### src/rtl/seq_pkg.sv
package seq_pkg;
  localparam int MEM_BITS = 1600;
  localparam int ADDR_W   = $clog2(MEM_BITS);
  localparam int ZONE_N   = 13;
  localparam int ZONE_W   = $clog2(ZONE_N);
  localparam int ER_N     = 3;

  typedef enum logic [ZONE_W-1:0] {
    Z_FAB, Z_ISS, Z_SEC, Z_ATT, Z_CPZ, Z_APP1, Z_KEY1,
    Z_APP2, Z_KEY2, Z_AUX, Z_APP3, Z_KEY3, Z_TAIL
  } zone_e;

  // first address of each zone, ascending
  localparam int ZSTART [ZONE_N] = '{0, 16, 80, 96, 112, 176, 432,
                                     480, 736, 768, 1024, 1536, 1584};

  function automatic zone_e zone_of(input logic [ADDR_W-1:0] a);
    zone_e z;
    z = Z_FAB;
    for (int i = 0; i < ZONE_N; i++)
      if (int'(a) >= ZSTART[i]) z = zone_e'(ZONE_W'(i));
    return z;
  endfunction

  function automatic logic is_secret(input logic [ADDR_W-1:0] a);
    zone_e z;
    z = zone_of(a);
    return (z == Z_SEC) || (z == Z_KEY1) || (z == Z_KEY2) || (z == Z_KEY3);
  endfunction

  function automatic logic [ADDR_W-1:0] step_addr(input logic [ADDR_W-1:0] a);
    return (int'(a) == MEM_BITS - 1) ? '0 : a + 1'b1;
  endfunction
endpackage

### src/rtl/seq_edge_det.sv
module seq_edge_det #(
  parameter int N = 2
) (
  input  logic         clk,
  input  logic         rst_n,
  input  logic [N-1:0] lvl_i,
  output logic [N-1:0] rise_o,
  output logic [N-1:0] fall_o
);
  logic [N-1:0] lvl_q;

  for (genvar g = 0; g < N; g++) begin : g_line
    always_ff @(posedge clk or negedge rst_n)
      if (!rst_n) lvl_q[g] <= 1'b0;
      else        lvl_q[g] <= lvl_i[g];
    assign rise_o[g] =  lvl_i[g] & ~lvl_q[g];
    assign fall_o[g] = ~lvl_i[g] &  lvl_q[g];
  end
endmodule

### src/rtl/seq_addr_ctr.sv
module seq_addr_ctr
  import seq_pkg::*;
(
  input  logic              clk,
  input  logic              rst_n,
  input  logic              step_i,
  input  logic              clr_i,
  output logic [ADDR_W-1:0] addr_o
);
  localparam logic [ADDR_W-1:0] LAST = ADDR_W'(MEM_BITS - 1);

  always_ff @(posedge clk or negedge rst_n)
    if (!rst_n)      addr_o <= '0;
    else if (clr_i)  addr_o <= '0;
    else if (step_i) addr_o <= step_addr(addr_o);

  assert_in_range_R1: assert property (@(posedge clk) disable iff (!rst_n)
    addr_o <= LAST);
  assert_wrap_R1: assert property (@(posedge clk) disable iff (!rst_n)
    (step_i && !clr_i && addr_o == LAST) |=> addr_o == '0);
  assert_step_R2: assert property (@(posedge clk) disable iff (!rst_n)
    (step_i && !clr_i && addr_o != LAST) |=> addr_o == $past(addr_o) + 1'b1);
  assert_hold_R2: assert property (@(posedge clk) disable iff (!rst_n)
    (!step_i && !clr_i) |=> $stable(addr_o));
  assert_reset_wins_R4: assert property (@(posedge clk) disable iff (!rst_n)
    clr_i |=> addr_o == '0);
endmodule

### src/rtl/seq_zone_dec.sv
module seq_zone_dec
  import seq_pkg::*;
(
  input  logic [ADDR_W-1:0] addr_i,
  output logic [ZONE_W-1:0] zone_o,
  output logic              secret_o
);
  always_comb begin
    zone_o   = zone_of(addr_i);
    secret_o = is_secret(addr_i);
  end
endmodule

### src/rtl/seq_io_ctl.sv
module seq_io_ctl
  import seq_pkg::*;
(
  input  logic              clk,
  input  logic              rst_n,
  input  logic [ADDR_W-1:0] addr_i,
  input  logic              secret_i,
  input  logic              step_i,
  input  logic              rise_i,
  input  logic              clr_i,
  input  logic              din_i,
  input  logic              mem_bit_i,
  input  logic [ER_N-1:0]   er_set_i,
  output logic              oe_o,
  output logic              dout_o,
  output logic              cmp_valid_o,
  output logic              cmp_match_o,
  output logic [ER_N-1:0]   er_flags_o
);
  logic next_secret;
  logic cmp_pend, cmp_din, cmp_ref;

  assign next_secret = is_secret(step_addr(addr_i));

  // output enable: dropped early on the rise before a secret field
  always_ff @(posedge clk or negedge rst_n)
    if (!rst_n)      oe_o <= 1'b1;
    else if (clr_i)  oe_o <= ~is_secret('0);
    else if (step_i) oe_o <= ~next_secret;
    else if (rise_i && next_secret) oe_o <= 1'b0;

  assign dout_o = oe_o & mem_bit_i;

  // compare pipeline: latch on one fall, judge on the next
  always_ff @(posedge clk or negedge rst_n)
    if (!rst_n) begin
      cmp_pend <= 1'b0; cmp_din <= 1'b0; cmp_ref <= 1'b0;
      cmp_valid_o <= 1'b0; cmp_match_o <= 1'b0;
    end else if (clr_i) begin
      cmp_pend <= 1'b0; cmp_valid_o <= 1'b0;
    end else if (step_i) begin
      cmp_valid_o <= cmp_pend;
      if (cmp_pend) cmp_match_o <= (cmp_din == cmp_ref);
      cmp_pend <= secret_i;
      cmp_din  <= din_i;
      cmp_ref  <= mem_bit_i;
    end else begin
      cmp_valid_o <= 1'b0;
    end

  always_ff @(posedge clk or negedge rst_n)
    if (!rst_n)     er_flags_o <= '0;
    else if (clr_i) er_flags_o <= '0;
    else            er_flags_o <= er_flags_o | er_set_i;

  assert_oe_secret_R7: assert property (@(posedge clk) disable iff (!rst_n)
    secret_i |-> !oe_o);
  assert_oe_early_R7: assert property (@(posedge clk) disable iff (!rst_n)
    (rise_i && !clr_i && next_secret) |=> !oe_o);
  assert_dout_quiet_R6: assert property (@(posedge clk) disable iff (!rst_n)
    !oe_o |-> !dout_o);
  assert_cmp_on_fall_R8: assert property (@(posedge clk) disable iff (!rst_n)
    cmp_valid_o |-> $past(step_i) && !$past(clr_i));
  assert_cmp_pulse_R8: assert property (@(posedge clk) disable iff (!rst_n)
    (cmp_valid_o && !step_i) |=> !cmp_valid_o);
  assert_flags_clear_R9: assert property (@(posedge clk) disable iff (!rst_n)
    clr_i |=> er_flags_o == '0);
  assert_flags_sticky_R9: assert property (@(posedge clk) disable iff (!rst_n)
    !clr_i |=> (er_flags_o & $past(er_flags_o)) == $past(er_flags_o));
endmodule

### src/rtl/serial_addr_seq.sv
module serial_addr_seq
  import seq_pkg::*;
(
  input  logic              clk,
  input  logic              rst_n,
  input  logic              card_clk_i,
  input  logic              card_rst_i,
  input  logic              din_i,
  input  logic              mem_bit_i,
  input  logic [ER_N-1:0]   er_set_i,
  output logic [ADDR_W-1:0] addr_o,
  output logic [ZONE_W-1:0] zone_o,
  output logic              dout_o,
  output logic              dout_oe_o,
  output logic              cmp_valid_o,
  output logic              cmp_match_o,
  output logic [ER_N-1:0]   er_flags_o
);
  logic [1:0] rise, fall;
  logic       step_ev, rise_ev, clr_ev, secret;

  seq_edge_det #(.N(2)) u_edge (
    .clk(clk), .rst_n(rst_n), .lvl_i({card_rst_i, card_clk_i}),
    .rise_o(rise), .fall_o(fall)
  );

  // named events
  assign step_ev = fall[0];
  assign rise_ev = rise[0];
  assign clr_ev  = fall[1] & ~card_clk_i;

  seq_addr_ctr u_ctr (
    .clk(clk), .rst_n(rst_n), .step_i(step_ev), .clr_i(clr_ev), .addr_o(addr_o)
  );

  seq_zone_dec u_zone (.addr_i(addr_o), .zone_o(zone_o), .secret_o(secret));

  seq_io_ctl u_io (
    .clk(clk), .rst_n(rst_n), .addr_i(addr_o), .secret_i(secret),
    .step_i(step_ev), .rise_i(rise_ev), .clr_i(clr_ev), .din_i(din_i),
    .mem_bit_i(mem_bit_i), .er_set_i(er_set_i), .oe_o(dout_oe_o),
    .dout_o(dout_o), .cmp_valid_o(cmp_valid_o), .cmp_match_o(cmp_match_o),
    .er_flags_o(er_flags_o)
  );

  assert_reset_needs_low_clk_R3: assert property (@(posedge clk) disable iff (!rst_n)
    (fall[1] && card_clk_i && !step_ev && addr_o != '0) |=> addr_o != '0);
endmodule

### config.mk
export PLATFORM = sky130hd
export DESIGN_NAME = serial_addr_seq
export DESIGN_NICKNAME = d
export VERILOG_FILES = /design/src/rtl/seq_pkg.sv /design/src/rtl/seq_edge_det.sv /design/src/rtl/seq_addr_ctr.sv /design/src/rtl/seq_zone_dec.sv /design/src/rtl/seq_io_ctl.sv /design/src/rtl/serial_addr_seq.sv
export SDC_FILE = /design/constraint.sdc
export NUM_CORES = 1
export LEC_CHECK = 0
export CORE_MARGIN = 2
export CORE_UTILIZATION = 50
export CTS_CLUSTER_SIZE = 25
export DETAILED_ROUTE_END_ITERATION = 8
export GPL_ROUTABILITY_DRIVEN = 0
export GPL_TIMING_DRIVEN = 0
export PLACE_DENSITY = 0.78
export SLEW_MARGIN = 15
export SYNTH_ARGS = -nofsm -noshare
export SYNTH_HDL_FRONTEND = slang
export SYNTH_SLANG_ARGS = --single-unit
export TNS_END_PERCENT = 1
### constraint.sdc
create_clock -name clk -period 4.5 [get_ports clk]
set_clock_uncertainty 0.15 [all_clocks]
set_input_delay 0.9 -clock clk [delete_from_list [all_inputs] [get_ports clk]]
set_output_delay 0.9 -clock clk [all_outputs]
set_load 0.05 [all_outputs]
# ---- Yosys cells after proc, flatten, opt, wreduce, memory -nomap -nowiden
# Index checks and enable logic that the tools add are counted.
dict set report totals {
  regBits 22
  out_inout_bits 22
  input_bits 9
  word_cells 102
}
dict set report classes {
  reduce_logical 11
  eq_ne 10
  muxes 35
  bitwise_logic 11
  magnitude_cmp 24
  addsub 1
}
# op n
set op_table {}
lappend op_table {{11-bit greater-or-equal comparator (second input constant)} 6}
lappend op_table {{11-bit by 7-bit greater-or-equal comparator with 1-bit output (second input constant)} 6}
lappend op_table {{4-bit 2-to-1 mux} 15}
lappend op_table {{11-bit by 10-bit greater-or-equal comparator with 1-bit output (second input constant)} 4}
lappend op_table {{11-bit by 9-bit greater-or-equal comparator with 1-bit output (second input constant)} 4}
lappend op_table {{11-bit 2-to-1 mux} 3}
lappend op_table {{11-bit by 5-bit greater-or-equal comparator with 1-bit output (second input constant)} 2}
lappend op_table {{11-bit by 8-bit greater-or-equal comparator with 1-bit output (second input constant)} 2}
lappend op_table {{4-bit == test (second input constant)} 4}
lappend op_table {{3-bit 2-to-1 mux} 5}
lappend op_table {{11-bit by 1-bit adder with 11-bit output (second input constant)} 1}
lappend op_table {{11-bit by 10-bit == test with 1-bit output (second input constant)} 1}
lappend op_table {{1-bit 2-to-1 mux} 9}
lappend op_table {{4-bit by 2-bit == test with 1-bit output (second input constant)} 2}
lappend op_table {{4-bit by 3-bit == test with 1-bit output (second input constant)} 2}
lappend op_table {{1-bit logical OR} 6}
lappend op_table {{2-bit 2-to-1 mux} 3}
lappend op_table {{1-bit bitwise AND} 5}
lappend op_table {{1-bit NOT} 5}
lappend op_table {{3-bit bitwise OR} 1}
lappend op_table {{3-bit AND reduction} 1}
lappend op_table {{3-bit nonzero test} 1}
lappend op_table {{2-bit AND reduction} 1}
lappend op_table {{2-bit nonzero test} 1}
lappend op_table {{other kinds (2)} 2}

# ---- Logic depth before layout (Yosys ltp)
dict set report logic_depth {
  word_depth 23
  depth_mapped 8
  mapped_depth_nobuf 7
}

# ---- Modules after synthesis
# A second synthesis with hierarchy kept.
dict set report unflattened {
  hier_cells 197
  area_unflattened_um2 1722.9
}
# module seq_area_each_um2 instances area_per_inst_um2 cells_per_inst
set by_module_without_submodules {}
lappend by_module_without_submodules {seq_io_ctl 226.5 1 769.5 92}
lappend by_module_without_submodules {seq_addr_ctr 275.3 1 641.9 65}
lappend by_module_without_submodules {seq_zone_dec 0.0 1 212.7 33}
lappend by_module_without_submodules {seq_edge_det 50.0 1 85.1 6}
lappend by_module_without_submodules {serial_addr_seq 0.0 1 13.8 1}

# ---- Least setup slack after synthesis
# OpenSTA, ideal clock, no wires.
dict set report synth_timing {
  path_kind {register -> output}
  start {register u_ctr.addr_o[4]}
  end {output port zone_o[1]}
  arrival_time_ps 2281
  slack_ps 1169
  path_buffers 1
  t_required_ps 3450
  path_stages_with_launch 5
  path_cell_list {dfrtp_1 clkbuf_4 a21oi_1 a21oi_1 o21ai_0}
}
dict set report synth_between {
  elab_chain_cells 12
  word_cells_on_any_way 22
  classes_between {order compare (11); mux (11)}
}
# item line_no
set synth_rtl {}
lappend synth_rtl {{start, declared} seq_addr_ctr.sv:8} ;# output logic [ADDR_W-1:0] addr_o
lappend synth_rtl {{start signal, assigned} seq_addr_ctr.sv:15} ;# else if (step_i) addr_o <= step_addr(addr_o);
lappend synth_rtl {{11-bit by 7-bit greater-or-equal comparator with 1-bit output} seq_pkg.sv:21} ;# if (int'(a) >= ZSTART[i]) z = zone_e'(ZONE_W'(i));
lappend synth_rtl {{2-bit 2-to-1 mux (2 in a row)} seq_pkg.sv:21}
lappend synth_rtl {{3-bit 2-to-1 mux (4 in a row)} seq_pkg.sv:21}
lappend synth_rtl {{4-bit 2-to-1 mux (4 in a row)} seq_pkg.sv:21}
lappend synth_rtl {{4-bit 2-to-1 mux *} seq_pkg.sv:21}
lappend synth_rtl {{end, declared} serial_addr_seq.sv:12} ;# output logic [ZONE_W-1:0] zone_o,
# Mark *: on every way between the ends. The rest lies on a longest branch, timed or not.

# ---- Worst setup path after layout
dict set report layout_timing {
  start {register u_ctr.addr_o[7]}
  end {output port zone_o[0]}
}
dict set report layout_between {
  elab_chain_cells 13
  word_cells_on_any_way 24
  classes_between {order compare (12); mux (12)}
}
# item line_no
set layout_rtl {}
lappend layout_rtl {{11-bit by 5-bit greater-or-equal comparator with 1-bit output} seq_pkg.sv:21}
lappend layout_rtl {{1-bit 2-to-1 mux} seq_pkg.sv:21}
lappend layout_rtl {{2-bit 2-to-1 mux (2 in a row)} seq_pkg.sv:21}
lappend layout_rtl {{3-bit 2-to-1 mux (4 in a row)} seq_pkg.sv:21}
lappend layout_rtl {{4-bit 2-to-1 mux (4 in a row)} seq_pkg.sv:21}
lappend layout_rtl {{4-bit 2-to-1 mux *} seq_pkg.sv:21}
# Marks and branches as above.

==> key figures <==
Placement
  • Port Buf Inserts: 30
  • Setup slack at placement: between 1 and 1.5 ns
  • DP HPWL: ~2.8 mm

Yosys
  • Yosys Warn Count: 0
  • Synthesized flop and latch total: 22
  • Mean area per synthesized cell: roughly 8.5 sq um
  • Post-synthesis sequential area ratio: 37.06%
  • Distinct cells, synth: 50
  • Syn nets: ~190
  • Post-Syn Area: 1489 sq um
  • Mapped Cells: 175

Timing
  • Slew headroom: ~33%
  • Fin. max-slew vios: 0
  • Hold Violations, Final: 0
  • Unrepaired setup endpoints after global routing: no
  • Setup tns final: 0 ns
  • Setup WS post-layout: between 0.7 and 0.8 ns
  • Final Setup Violations: 0
  • Least-Margin Pin Slew: ~1.0 ns
  • Period utilisation layout: between 80% and 90%
  • Fin crit period: around 3.8 ns
  • Maximum clock frequency: 263.7 MHz

Final layout
  • Nets: about 220
  • Multi-input gate area: 838.3 sq um
  • Ant diodes: 0
  • Commonest non-fill, non-tap cell in the layout: clkdlybuf4s50_1
  • Layout cell share with drive strength beyond 1: between 10 and 15%
  • Area Overhead vs Synth: 24.54%
  • Most frequent cells in the layout: clkdlybuf4s50_1 (30), nand2_1 (22), dfrtp_1 (21), o21ai_0 (18), a21oi_1 (14)
  • Storage element area: around 550 sq um
  • Fillers: ~240
  • Fin util: around two thirds

Clocking
  • Hold-fix buffers, CTS: 0
  • Post-CTS setup repair buffer count: 0
  • TritonCTS Buffers: 3
  • CTS Sinks: 22
  • Resized Gates After CTS: 0
  • CTS tree: yes
  • Clk_lat worst skew: about 0.32 ns
  • Clk buf depth: 2
  • Clock transition at path regs: 0.13 ns
  • Clk root buf: clkbuf_4
  • Htree depth: 1

Run
  • Max Cap Viol: 0

Drt
  • Drt initial violations: between 90 and 100
  • WL final: between 3 and 4 mm
  • Post-route DRC violation count: 0
  • Routed wire per std cell: 16.06 um
  • DR pass1 iterations: 4
  • DR vias/cell: slightly above 6
  • Vias: 1463
  • Routed Antenna Nets: 0

Critical path
  • Critical Path Start: u_ctr.addr_o[7]
  • Setup CP Type: flip-flop to primary output
  • Worst reg2reg path depth: 6
  • End point of the critical path: zone_o[0]
  • Req. time, crit path: between 3 and 4 ns
  • Crit start category: flip-flop
  • Worst EP arrival: around 2.7 ns
  • Max FO, Critical Path: 10
  • Reg-to-reg slack, setup: 2.16 ns
  • Reg2reg end: u_io.oe_o
  • Worst r2r src: u_ctr.addr_o[0]
  • Crit end category: primary output

Power
  • Maximum vdd drop: around 0.19 mV
  • Comb power frac: between 20% and 30%
  • LEAKAGE: between 0.7 and 0.8 nW
  • Reg power frac: 55.1%
  • Internal: between 0.2 and 0.3 mW
  • Post-layout power: roughly 0.40 mW
  • Clock network fraction of total power: approximately 24%
  • Net Switching: roughly 0.13 mW
  • Switching Share: around a third
  • P per Cell Area: 217.2 nW/um^2

Global routing
  • Gr usage total: between 20% and 30%
  • Initial antenna violation count: 0
  • First-pass GRT wire length: around 6.4 mm
  • Largest net degree at the start of global routing: 23
  • Grt ovf: 0
  • Vias in the first global route: 1423

Floorplanning
  • IO Pins: 31
  • Die area: roughly 3400 sq um
  • Initial Util: 53.53%
  • Core area: approximately 2800 sq um
  • Die width: 58.57 um
  • Die span in y: between 50 and 60 um
  • Row cnt: 19

Worst hold path
  • Worst min path class: flip-flop to flip-flop

Outcome
  • Status: finished clean
## cell usage after synthesis, drive strengths merged
library cell | n | area (sq um)
and3b | 1 | 10.01
mux2 | 2 | 22.52
a21o | 2 | 15.01
xor2 | 1 | 8.760
o31a | 2 | 17.52
buf | 6 | 42.54
a31oi | 1 | 6.260
nor4 | 3 | 25.02
and3 | 2 | 12.51
nor2 | 12 | 47.55
ha | 2 | 25.02
xnor2 | 8 | 70.07
a22o | 1 | 8.760
maj3 | 1 | 10.01
o22ai | 2 | 12.51
nand3b | 2 | 15.01
and4bb | 1 | 12.51
and4 | 1 | 8.760
nor3b | 2 | 15.01
nand4 | 3 | 25.02
dfrtp | 21 | 525.5
a221oi | 1 | 15.01
nand2b | 1 | 6.260
nor4b | 1 | 15.01
a211o | 1 | 8.760
o31ai | 3 | 22.52
o21ai | 19 | 98.85
o221ai | 2 | 17.52
clkbuf | 4 | 18.77
o32a | 1 | 10.01
o21a | 1 | 7.510
nand3 | 11 | 65.06
mux2i | 1 | 10.01
nand2 | 22 | 82.58
nor3 | 3 | 20.02
inv | 10 | 37.53
a21oi | 14 | 70.07
o41ai | 1 | 8.760
dfstp | 1 | 26.28
and2 | 2 | 12.51
## worst max-delay path, cell delays in order (launching register included)
cell,delay (ns)
dfrtp_1,0.42
buf_2,0.24
inv_1,0.16
maj3_1,0.37
o221ai_1,0.16
o21ai_0,0.15
nand2_1,0.12
a21oi_1,0.08
clkdlybuf4s50_1,0.72
## power groups by stage
stage	Combinational [mW]	Sequential (mW)	Clock, mW
6_report	0.0833	0.222	0.0977
3_3_place_gp	0.0812	0.224	0
4_1_cts	0.0838	0.222	0.0993
5_1_grt	0.0887	0.224	0.107
3_5_place_dp	0.0829	0.225	0
2_1_floorplan	0.0242	0.248	0
## how the worst min path moves through the flow
stage	cells after the start	slack (ns)	start	to
6_report	2	0.36	u_io.cmp_din	u_io.cmp_din
5_1_grt	2	0.39	u_io.cmp_din	u_io.cmp_din
4_1_cts	2	0.37	u_io.cmp_din	u_io.cmp_din
3_5_place_dp	2	0.34	u_io.cmp_din	u_io.cmp_din
3_3_place_gp	2	0.33	u_io.cmp_din	u_io.cmp_din
2_1_floorplan	1	0.31	u_io.cmp_pend	u_io.cmp_pend
## logic make-up (layout without fill, tap and decap cells)
family / after synthesis / in the layout / share of synthesized area (%)
mux: 3 / 3 / 2.185
compound gates: 51 / 51 / 21.43
simple gates: 67 / 67 / 25.04
flops: 22 / 22 / 37.06
buf+inv: 20 / 54 / 6.638
fa+ha+maj: 3 / 3 / 2.353
xor+xnor: 9 / 9 / 5.294
## routing by layer
metal	global-route usage (%)	share of wire (%)	vias up
met5	0	0	-
met4	10.39	1.7	0
met3	2.857	5.8	6
met2	42.54	51	58
met1	30.93	42	709
li1	-	-	690
## flip-flops by register name, indices dropped and copies added, names as in the netlist
signal,cells
u_edge.lvl_q,2
u_io.cmp_valid_o,1
u_io.cmp_match_o,1
u_ctr.addr_o,11
u_io.cmp_pend,1
u_io.er_flags_o,3
u_io.oe_o,1
u_io.cmp_ref,1
u_io.cmp_din,1
## stage by stage
| stage | instances | cell area (sq um) | hold slack (ns) |
|---|---|---|---|
| after detailed placement | 236 | 1828 | 0.3359 |
| after global routing | 240 | 1854 | 0.3873 |
| after global placement | 236 | 1828 | 0.3281 |
| after CTS | 240 | 1854 | 0.3661 |
| final | 240 | 1854 | 0.3635 |
| after floorplan | 175 | 1489 | 0.3146 |
## layout make-up
class | count | share of cell area, %
Sequential cell | 22 | 29.76
Buffer | 10 | 3.306
Timing Repair Buffer | 30 | 16.19
Multi-Input combinational cell | 133 | 45.21
Clock buffer | 4 | 1.417
Inverter | 10 | 2.024
Tap cell | 31 | 2.092
(Power assumes the default switching activity.)
